**config.mk**
```make
export PLATFORM = sky130hd
export DESIGN_NAME = ccode_gen
export DESIGN_NICKNAME = d
export VERILOG_FILES = /design/src/rtl/ccg_pkg.sv /design/src/rtl/ccg_prep.sv /design/src/rtl/ccg_eval.sv /design/src/rtl/ccg_stage.sv /design/src/rtl/ccode_gen.sv
export SDC_FILE = /design/constraint.sdc
export NUM_CORES = 1
export LEC_CHECK = 0
export BUFFER_PORTS_ARGS = -buffer_cell sky130_fd_sc_hd__buf_2
export CAP_MARGIN = 20
export CORE_MARGIN = 2
export CORE_UTILIZATION = 58
export CTS_CLUSTER_DIAMETER = 40
export DETAILED_ROUTE_END_ITERATION = 10
export PLACE_DENSITY = 0.82
export SYNTH_ARGS = -nofsm -noshare
export SYNTH_HDL_FRONTEND = slang
export SYNTH_HIERARCHICAL = 1
export SYNTH_SLANG_ARGS = --single-unit
```
**constraint.sdc**
```tcl
create_clock -name clk -period 6.6 [get_ports clk]
set_clock_uncertainty 0.1 [all_clocks]
set_input_delay 0.99 -clock clk [delete_from_list [all_inputs] [get_ports clk]]
set_output_delay 0.99 -clock clk [all_outputs]
set_load 0.05 [all_outputs]
```
**src/rtl/ccg_pkg.sv**
```systemverilog
package ccg_pkg;

  typedef enum logic [3:0] {
    SEL_K0    = 4'd0,
    SEL_K1    = 4'd1,
    SEL_K2    = 4'd2,
    SEL_K3    = 4'd3,
    SEL_CMPS  = 4'd4,
    SEL_CMPU  = 4'd5,
    SEL_TMASK = 4'd6,
    SEL_NZ    = 4'd7,
    SEL_ADDS  = 4'd8,
    SEL_ADDU  = 4'd9,
    SEL_SUBS  = 4'd10,
    SEL_SUBU  = 4'd11,
    SEL_ABS   = 4'd12,
    SEL_COMP  = 4'd13,
    SEL_ICM   = 4'd14,
    SEL_RSVD  = 4'd15
  } ccg_sel_e;

  // 0 for zero, 1 for negative, 2 for positive
  function automatic logic [1:0] sign_code(input logic neg, input logic zero);
    if (zero)     return 2'd0;
    else if (neg) return 2'd1;
    else          return 2'd2;
  endfunction

  function automatic logic [1:0] order_code(input logic eq, input logic lt);
    if (eq)      return 2'd0;
    else if (lt) return 2'd1;
    else         return 2'd2;
  endfunction

  // Test-under-mask on a 16-bit mask
  function automatic logic [1:0] tmask_code(input logic [15:0] val, input logic [15:0] msk);
    logic [15:0] hit;
    logic        lead;
    hit  = val & msk;
    lead = 1'b0;
    for (int i = 0; i < 16; i++) begin
      if (msk[i]) lead = val[i];
    end
    if (msk == 16'd0 || hit == 16'd0) return 2'd0;
    else if (hit == msk)              return 2'd3;
    else if (lead)                    return 2'd2;
    else                              return 2'd1;
  endfunction

  // Insert-under-mask: mask bit k covers byte k of the 32-bit value
  function automatic logic [1:0] icm_code(input logic [3:0] msk, input logic [31:0] val);
    logic top;
    top = 1'b0;
    for (int k = 0; k < 4; k++) begin
      if (msk[k]) top = val[8*k+7];
    end
    if (msk == 4'd0 || val == 32'd0) return 2'd0;
    else if (top)                    return 2'd1;
    else                             return 2'd2;
  endfunction

endpackage

```
**src/rtl/ccg_prep.sv**
```systemverilog
// Narrows one operand to the selected width in two forms: sign- and zero-extended.
module ccg_prep #(
  parameter int DW = 64,
  parameter int HW = 32
) (
  input  logic [DW-1:0] raw,
  input  logic          wide,
  output logic [DW-1:0] sx,
  output logic [DW-1:0] zx
);
  localparam int PAD = DW - HW;

  always_comb begin
    if (wide) begin
      sx = raw;
      zx = raw;
    end else begin
      sx = {{PAD{raw[HW-1]}}, raw[HW-1:0]};
      zx = {{PAD{1'b0}},      raw[HW-1:0]};
    end
  end
endmodule

```
**src/rtl/ccg_eval.sv**
```systemverilog
module ccg_eval
  import ccg_pkg::*;
#(
  parameter int DW = 64,
  parameter int HW = 32
) (
  input  logic [3:0]    sel,
  input  logic          wide,
  input  logic [DW-1:0] sx_a,
  input  logic [DW-1:0] sx_b,
  input  logic [DW-1:0] sx_r,
  input  logic [DW-1:0] zx_a,
  input  logic [DW-1:0] zx_b,
  input  logic [DW-1:0] zx_r,
  output logic [1:0]    cc_nxt,
  output logic          err_nxt,
  output logic          add_ovf,
  output logic          mneg_r
);
  localparam int PAD = DW - HW;
  localparam logic [DW-1:0] MNEG_WIDE = {1'b1, {(DW-1){1'b0}}};
  localparam logic [DW-1:0] MNEG_HALF = {{(PAD+1){1'b1}}, {(HW-1){1'b0}}};

  logic neg_a, neg_b, neg_r;
  logic zero_a, zero_r;
  logic eq_ab, slt_ab, ult_ab;
  logic sub_ovf, carry, borrow;

  assign neg_a   = sx_a[DW-1];
  assign neg_b   = sx_b[DW-1];
  assign neg_r   = sx_r[DW-1];
  assign zero_a  = (zx_a == '0);
  assign zero_r  = (zx_r == '0);
  assign eq_ab   = (zx_a == zx_b);
  assign slt_ab  = ($signed(sx_a) < $signed(sx_b));
  assign ult_ab  = (zx_a < zx_b);
  assign add_ovf = (neg_a == neg_b) && (neg_r != neg_a);
  assign sub_ovf = (neg_a != neg_b) && (neg_r != neg_a);
  assign carry   = (zx_r < zx_a) || (zx_r < zx_b);
  assign borrow  = (zx_b > zx_a);
  assign mneg_r  = wide ? (sx_r == MNEG_WIDE) : (sx_r == MNEG_HALF);

  always_comb begin
    err_nxt = 1'b0;
    cc_nxt  = 2'd0;
    unique case (ccg_sel_e'(sel))
      SEL_K0, SEL_K1, SEL_K2, SEL_K3: cc_nxt = sel[1:0];
      SEL_CMPS:  cc_nxt = order_code(eq_ab, slt_ab);
      SEL_CMPU:  cc_nxt = order_code(eq_ab, ult_ab);
      SEL_TMASK: cc_nxt = tmask_code(zx_a[15:0], zx_b[15:0]);
      SEL_NZ:    cc_nxt = zero_r ? 2'd0 : 2'd1;
      SEL_ADDS:  cc_nxt = add_ovf ? 2'd3 : sign_code(neg_r, zero_r);
      SEL_SUBS:  cc_nxt = sub_ovf ? 2'd3 : sign_code(neg_r, zero_r);
      SEL_ADDU: begin
        if (zero_r) cc_nxt = zero_a ? 2'd0 : 2'd2;
        else        cc_nxt = carry  ? 2'd3 : 2'd1;
      end
      SEL_SUBU: begin
        if (zero_r) cc_nxt = 2'd2;
        else        cc_nxt = borrow ? 2'd1 : 2'd3;
      end
      SEL_ABS:   cc_nxt = mneg_r ? 2'd3 : (zero_r ? 2'd0 : 2'd1);
      SEL_COMP:  cc_nxt = mneg_r ? 2'd3 : sign_code(neg_r, zero_r);
      SEL_ICM:   cc_nxt = icm_code(zx_b[3:0], zx_r[31:0]);
      SEL_RSVD:  err_nxt = 1'b1;
      default:   err_nxt = 1'b1;
    endcase
  end
endmodule

```
**src/rtl/ccg_stage.sv**
```systemverilog
// Optional output register; REG_OUT = 0 gives a plain wire.
module ccg_stage #(
  parameter int W       = 3,
  parameter bit REG_OUT = 1'b1
) (
  input  logic         clk,
  input  logic         rst_n,
  input  logic [W-1:0] d,
  output logic [W-1:0] q
);
  generate
    if (REG_OUT) begin : g_flop
      logic [W-1:0] q_r;
      always_ff @(posedge clk) begin
        if (!rst_n) q_r <= '0;
        else        q_r <= d;
      end
      assign q = q_r;
    end else begin : g_wire
      logic unused_in;
      assign unused_in = clk ^ rst_n;
      assign q = d;
    end
  endgenerate
endmodule

```
**src/rtl/ccode_gen.sv**
```systemverilog
module ccode_gen #(
  parameter int DW      = 64,
  parameter int HW      = 32,
  parameter bit REG_OUT = 1'b1
) (
  input  logic          clk,
  input  logic          rst_n,
  input  logic [3:0]    sel,
  input  logic          wide,
  input  logic [DW-1:0] opa,
  input  logic [DW-1:0] opb,
  input  logic [DW-1:0] res,
  output logic [1:0]    cc,
  output logic          bad_op
);
  localparam int NOPS = 3;

  logic [DW-1:0] raw_v [NOPS];
  logic [DW-1:0] sx_v  [NOPS];
  logic [DW-1:0] zx_v  [NOPS];

  assign raw_v[0] = opa;
  assign raw_v[1] = opb;
  assign raw_v[2] = res;

  generate
    for (genvar g = 0; g < NOPS; g++) begin : g_prep
      ccg_prep #(.DW(DW), .HW(HW)) u_prep (
        .raw (raw_v[g]),
        .wide(wide),
        .sx  (sx_v[g]),
        .zx  (zx_v[g])
      );
    end
  endgenerate

  // Named internal events, observed by the checker
  logic [1:0] cc_nxt;
  logic       err_nxt;
  logic       ovf_s;
  logic       mneg_r;

  ccg_eval #(.DW(DW), .HW(HW)) u_eval (
    .sel    (sel),
    .wide   (wide),
    .sx_a   (sx_v[0]),
    .sx_b   (sx_v[1]),
    .sx_r   (sx_v[2]),
    .zx_a   (zx_v[0]),
    .zx_b   (zx_v[1]),
    .zx_r   (zx_v[2]),
    .cc_nxt (cc_nxt),
    .err_nxt(err_nxt),
    .add_ovf(ovf_s),
    .mneg_r (mneg_r)
  );

  logic [2:0] out_q;

  ccg_stage #(.W(3), .REG_OUT(REG_OUT)) u_stage (
    .clk  (clk),
    .rst_n(rst_n),
    .d    ({err_nxt, cc_nxt}),
    .q    (out_q)
  );

  assign cc     = out_q[1:0];
  assign bad_op = out_q[2];
endmodule

```
==> flow_summary_export.csv <==
group,metric,value,unit
grt,gr-usage-all-layers,29.1,%
worst_setup_path,critical_path_required_time,6.67,ns
timing,layout_worst_path_cycle_share,75.1,%
placed_design,finalWeightedCongestion,1.02,
logic_synthesis,post_synth_main_area_contributors,"ha_1, buf_4, mux2_4",
logic_synthesis,yosysUniqueCellTypes,73,
drt,route.final.wire_length,31.9,mm
worst_setup_path,worst-setup-path-type,"in -> reg",
worst_setup_path,worst_ep_arrival_time,5.03,ns
worst_setup_path,highest_net_fanout_along_the_worst_path,134,
floorplan,die-width,145,um
clock_tree,numCtsBuffers,3,
final_layout,synthToLayoutAreaGrowth,-2.78,%
hold_path,hold_path.startpoint,"rst_n",
floorplan,die_h,145,um
final_layout,final_area,11300,um2
timing,maxClockFrequency,0.202,GHz
final_layout,most_common_library_cell_in_the_layout_ignoring_fill_and_taps,"ha_1",
logic_synthesis,seq_area_frac_synth,0.517,%
clock_tree,post-cts-setup-buffer-count,0,
drt,detailedRoute.firstIterationViolations,661,
drt,antenna_violating_nets_post_route,0,
timing,finalHoldViolations,0,
final_layout,layout.cells.most_common_list,"ha_1, buf_2, inv_1",
clock_tree,post_cts_hold_buffer_count,0,
grt,grt_antenna_before_repair,1,
placed_design,port-buffer-count,201,
grt,grt_overflow,0,
logic_synthesis,post_synth.cell_area_avg,7.86,um2
power,power.density,75.9,nW/um2
power,clockPowerShare,11.8,%
power,power_report.internal_total,426,uW
hold_path,min_path_type,"in -> reg",
timing,slew_viols_final,0,
logic_synthesis,synth_top_flop_cell,"dfxtp_1",
grt,first_global_vias,10057,
floorplan,dieArea,21200,um2
final_layout,layout.core_utilization,57.8,%
logic_synthesis,number_of_enable_flip_flop_cells_after_synthesis,0,
drt,wl_per_cell,18.5,um
drt,first_pass_iters,5,
clock_tree,ctsRootBufferMaster,"clkbuf_16",
logic_synthesis,syn-cell-area,11600,um2
grt,grt_start_max_net_pins,135,
worst_setup_path,chain_of_cells_forming_the_critical_path,"buf_6 -> mux2_2 -> ha_1 -> or3b_1 -> a221oi_1 -> o2111ai_1 -> o211a_1 -> mux2i_1 -> nor2_1 -> o31ai_1 -> and2_1",
power,power.net_switching,431,uW
floorplan,num_io_pins,202,
final_layout,fin_cells,1725,
clock_tree,cts_sinks,3,
power,static-leakage-power,6.12,nW
placed_design,place.detailed.instances,1720,
logic_synthesis,postSynthNetCount,1960,
flow_run,max_capacitance_violation_count,0,
final_layout,n_fill_cell,1863,
clock_tree,htreeDepth,1,
drt,vias,10261,
final_layout,layout_cells_sized_above_1,21.7,%
final_layout,largest_register_ffs,3,
timing,finalSetupViolCount,0,
timing,timing.hold.ws,0.939,ns
final_layout,nets,1943,
power,power.share.switching,50.3,%
timing,worst-slew-pin-transition,1.12,ns
logic_synthesis,synth_area_leader_cell,"ha_1",
logic_synthesis,yosys_register_bits,3,
power,power.ir.vdd_worst,0.0000841,V
logic_synthesis,async_flop_share,0,%
worst_setup_path,crit_path_top_delay_cell,"buf_6",
clock_tree,clkTransAtPathRegs,0.03,ns
timing,slew_headroom,25.3,%
logic_synthesis,post-synth-top-area-fraction,30.6,%
drt,remaining_drc_errors,0,
timing,period_needed,4.96,ns
clock_tree,ctsLongestPathBuffers,2,
worst_setup_path,max_stage_delay,0.76,ns
timing,fin_tns_setup,0,ns
drt,drt-vias-per-instance,5.95,
logic_synthesis,ys_warn_count,6,
placed_design,place.detailed.hpwl,27.5,mm
power,power_frac_comb,85.7,%
grt,grt_first_pass_wirelength,50.9,mm
power,power_frac_seq,2.5,%
clock_tree,clock_tree_from_tritoncts,"built",
outcome,outcome,"finished clean",
clock_tree,postcts_resize_cnt,0,
worst_setup_path,launching_element_of_the_worst_setup_path,"wide",
floorplan,row_count,51,
logic_synthesis,syn_inst,1477,
floorplan,initial_utilization,59.4,%
placed_design,detailed_place.area,11200,um2
floorplan,floorplan.core_area,19500,um2
timing,grt_setup_unrepaired,"no",
worst_setup_path,critPathLaunchType,"primary input",
worst_setup_path,worstSetupEndpointType,"flop",
[power by group through the flow]
| stage | combinational (mW) | clock (mW) | sequential [mW] |
|---|---|---|---|
| CTS | 0.721 | 0.103 | 0.0210 |
| global placement | 0.699 | 0 | 0.0213 |
| detailed placement | 0.716 | 0 | 0.0212 |
| floorplan | 0.583 | 0 | 0.0252 |
| global route | 0.818 | 0.107 | 0.0211 |
| finish | 0.734 | 0.101 | 0.0212 |
[logic make-up after synthesis]
logic type      synth area share (%)
xor+xnor                       0.151
simple gates                    20.4
fa+ha+maj                       30.6
buf+inv                         21.7
compound gates                  14.4
mux                             12.3
flops                          0.517
[routing by layer]
metal	part of all wire (%)	vias up	track usage [%]	routed length [um]
li1	-	5049	-	-
met1	43	4726	37.4	13800
met2	45	410	49.5	14500
met3	7.3	76	3.79	2320
met4	3.9	0	10.8	1250
met5	0	-	0	0
[cell type report]
type | instances | area [um2] | area share [%]
timing repair buffer | 202 | 1020 | 9.04
multi-input combinational | 1048 | 9030 | 80.0
sequential | 3 | 60.1 | 0.532
clock buffer | 4 | 78.8 | 0.699
tap | 265 | 332 | 2.94
inverter | 202 | 759 | 6.73
antenna | 1 | 2.50 | 0.0222
[path summary, 6_finish.rpt]
path / to / slack (ns) / cells past startpoint
worst max-delay path: u_stage/q[0] / 1.64 / 11
worst min-delay path: u_stage/q[0] / 0.94 / 2
[synth_stat cells, drive strengths merged, types with 4 or more instances]
cell type	count
o211ai	6
mux2	97
nor3	17
a21oi	81
nand4	48
and3	4
nor4	62
a2111oi	10
a31oi	8
nand2b	5
buf	223
nor2b	9
and4	8
a211oi	15
o21a	10
o31ai	4
inv	200
o211a	4
nand3	30
nand2	73
a221oi	6
nor2	32
or4	7
a21o	36
ha	284
o21ai	48
and2	101
[worst max-delay path, delay by kind of cell]
family / cells / cell delay, ns
muxes: 2 / 0.70
and+or+nand+nor: 3 / 0.64
AOI/OAI and AO/OA: 4 / 1.38
buffers and inverters: 1 / 0.76
adders and majority gates: 1 / 0.45
[per-stage QoR]
stage               total power [mW]  setup slack (ns)
floorplan                      0.608              3.05
global placement               0.720              1.52
detailed placement             0.737              1.47
CTS                            0.845              1.71
global route                   0.946              1.42
finish                         0.857              1.64
Power figures use the tool's default switching activity.
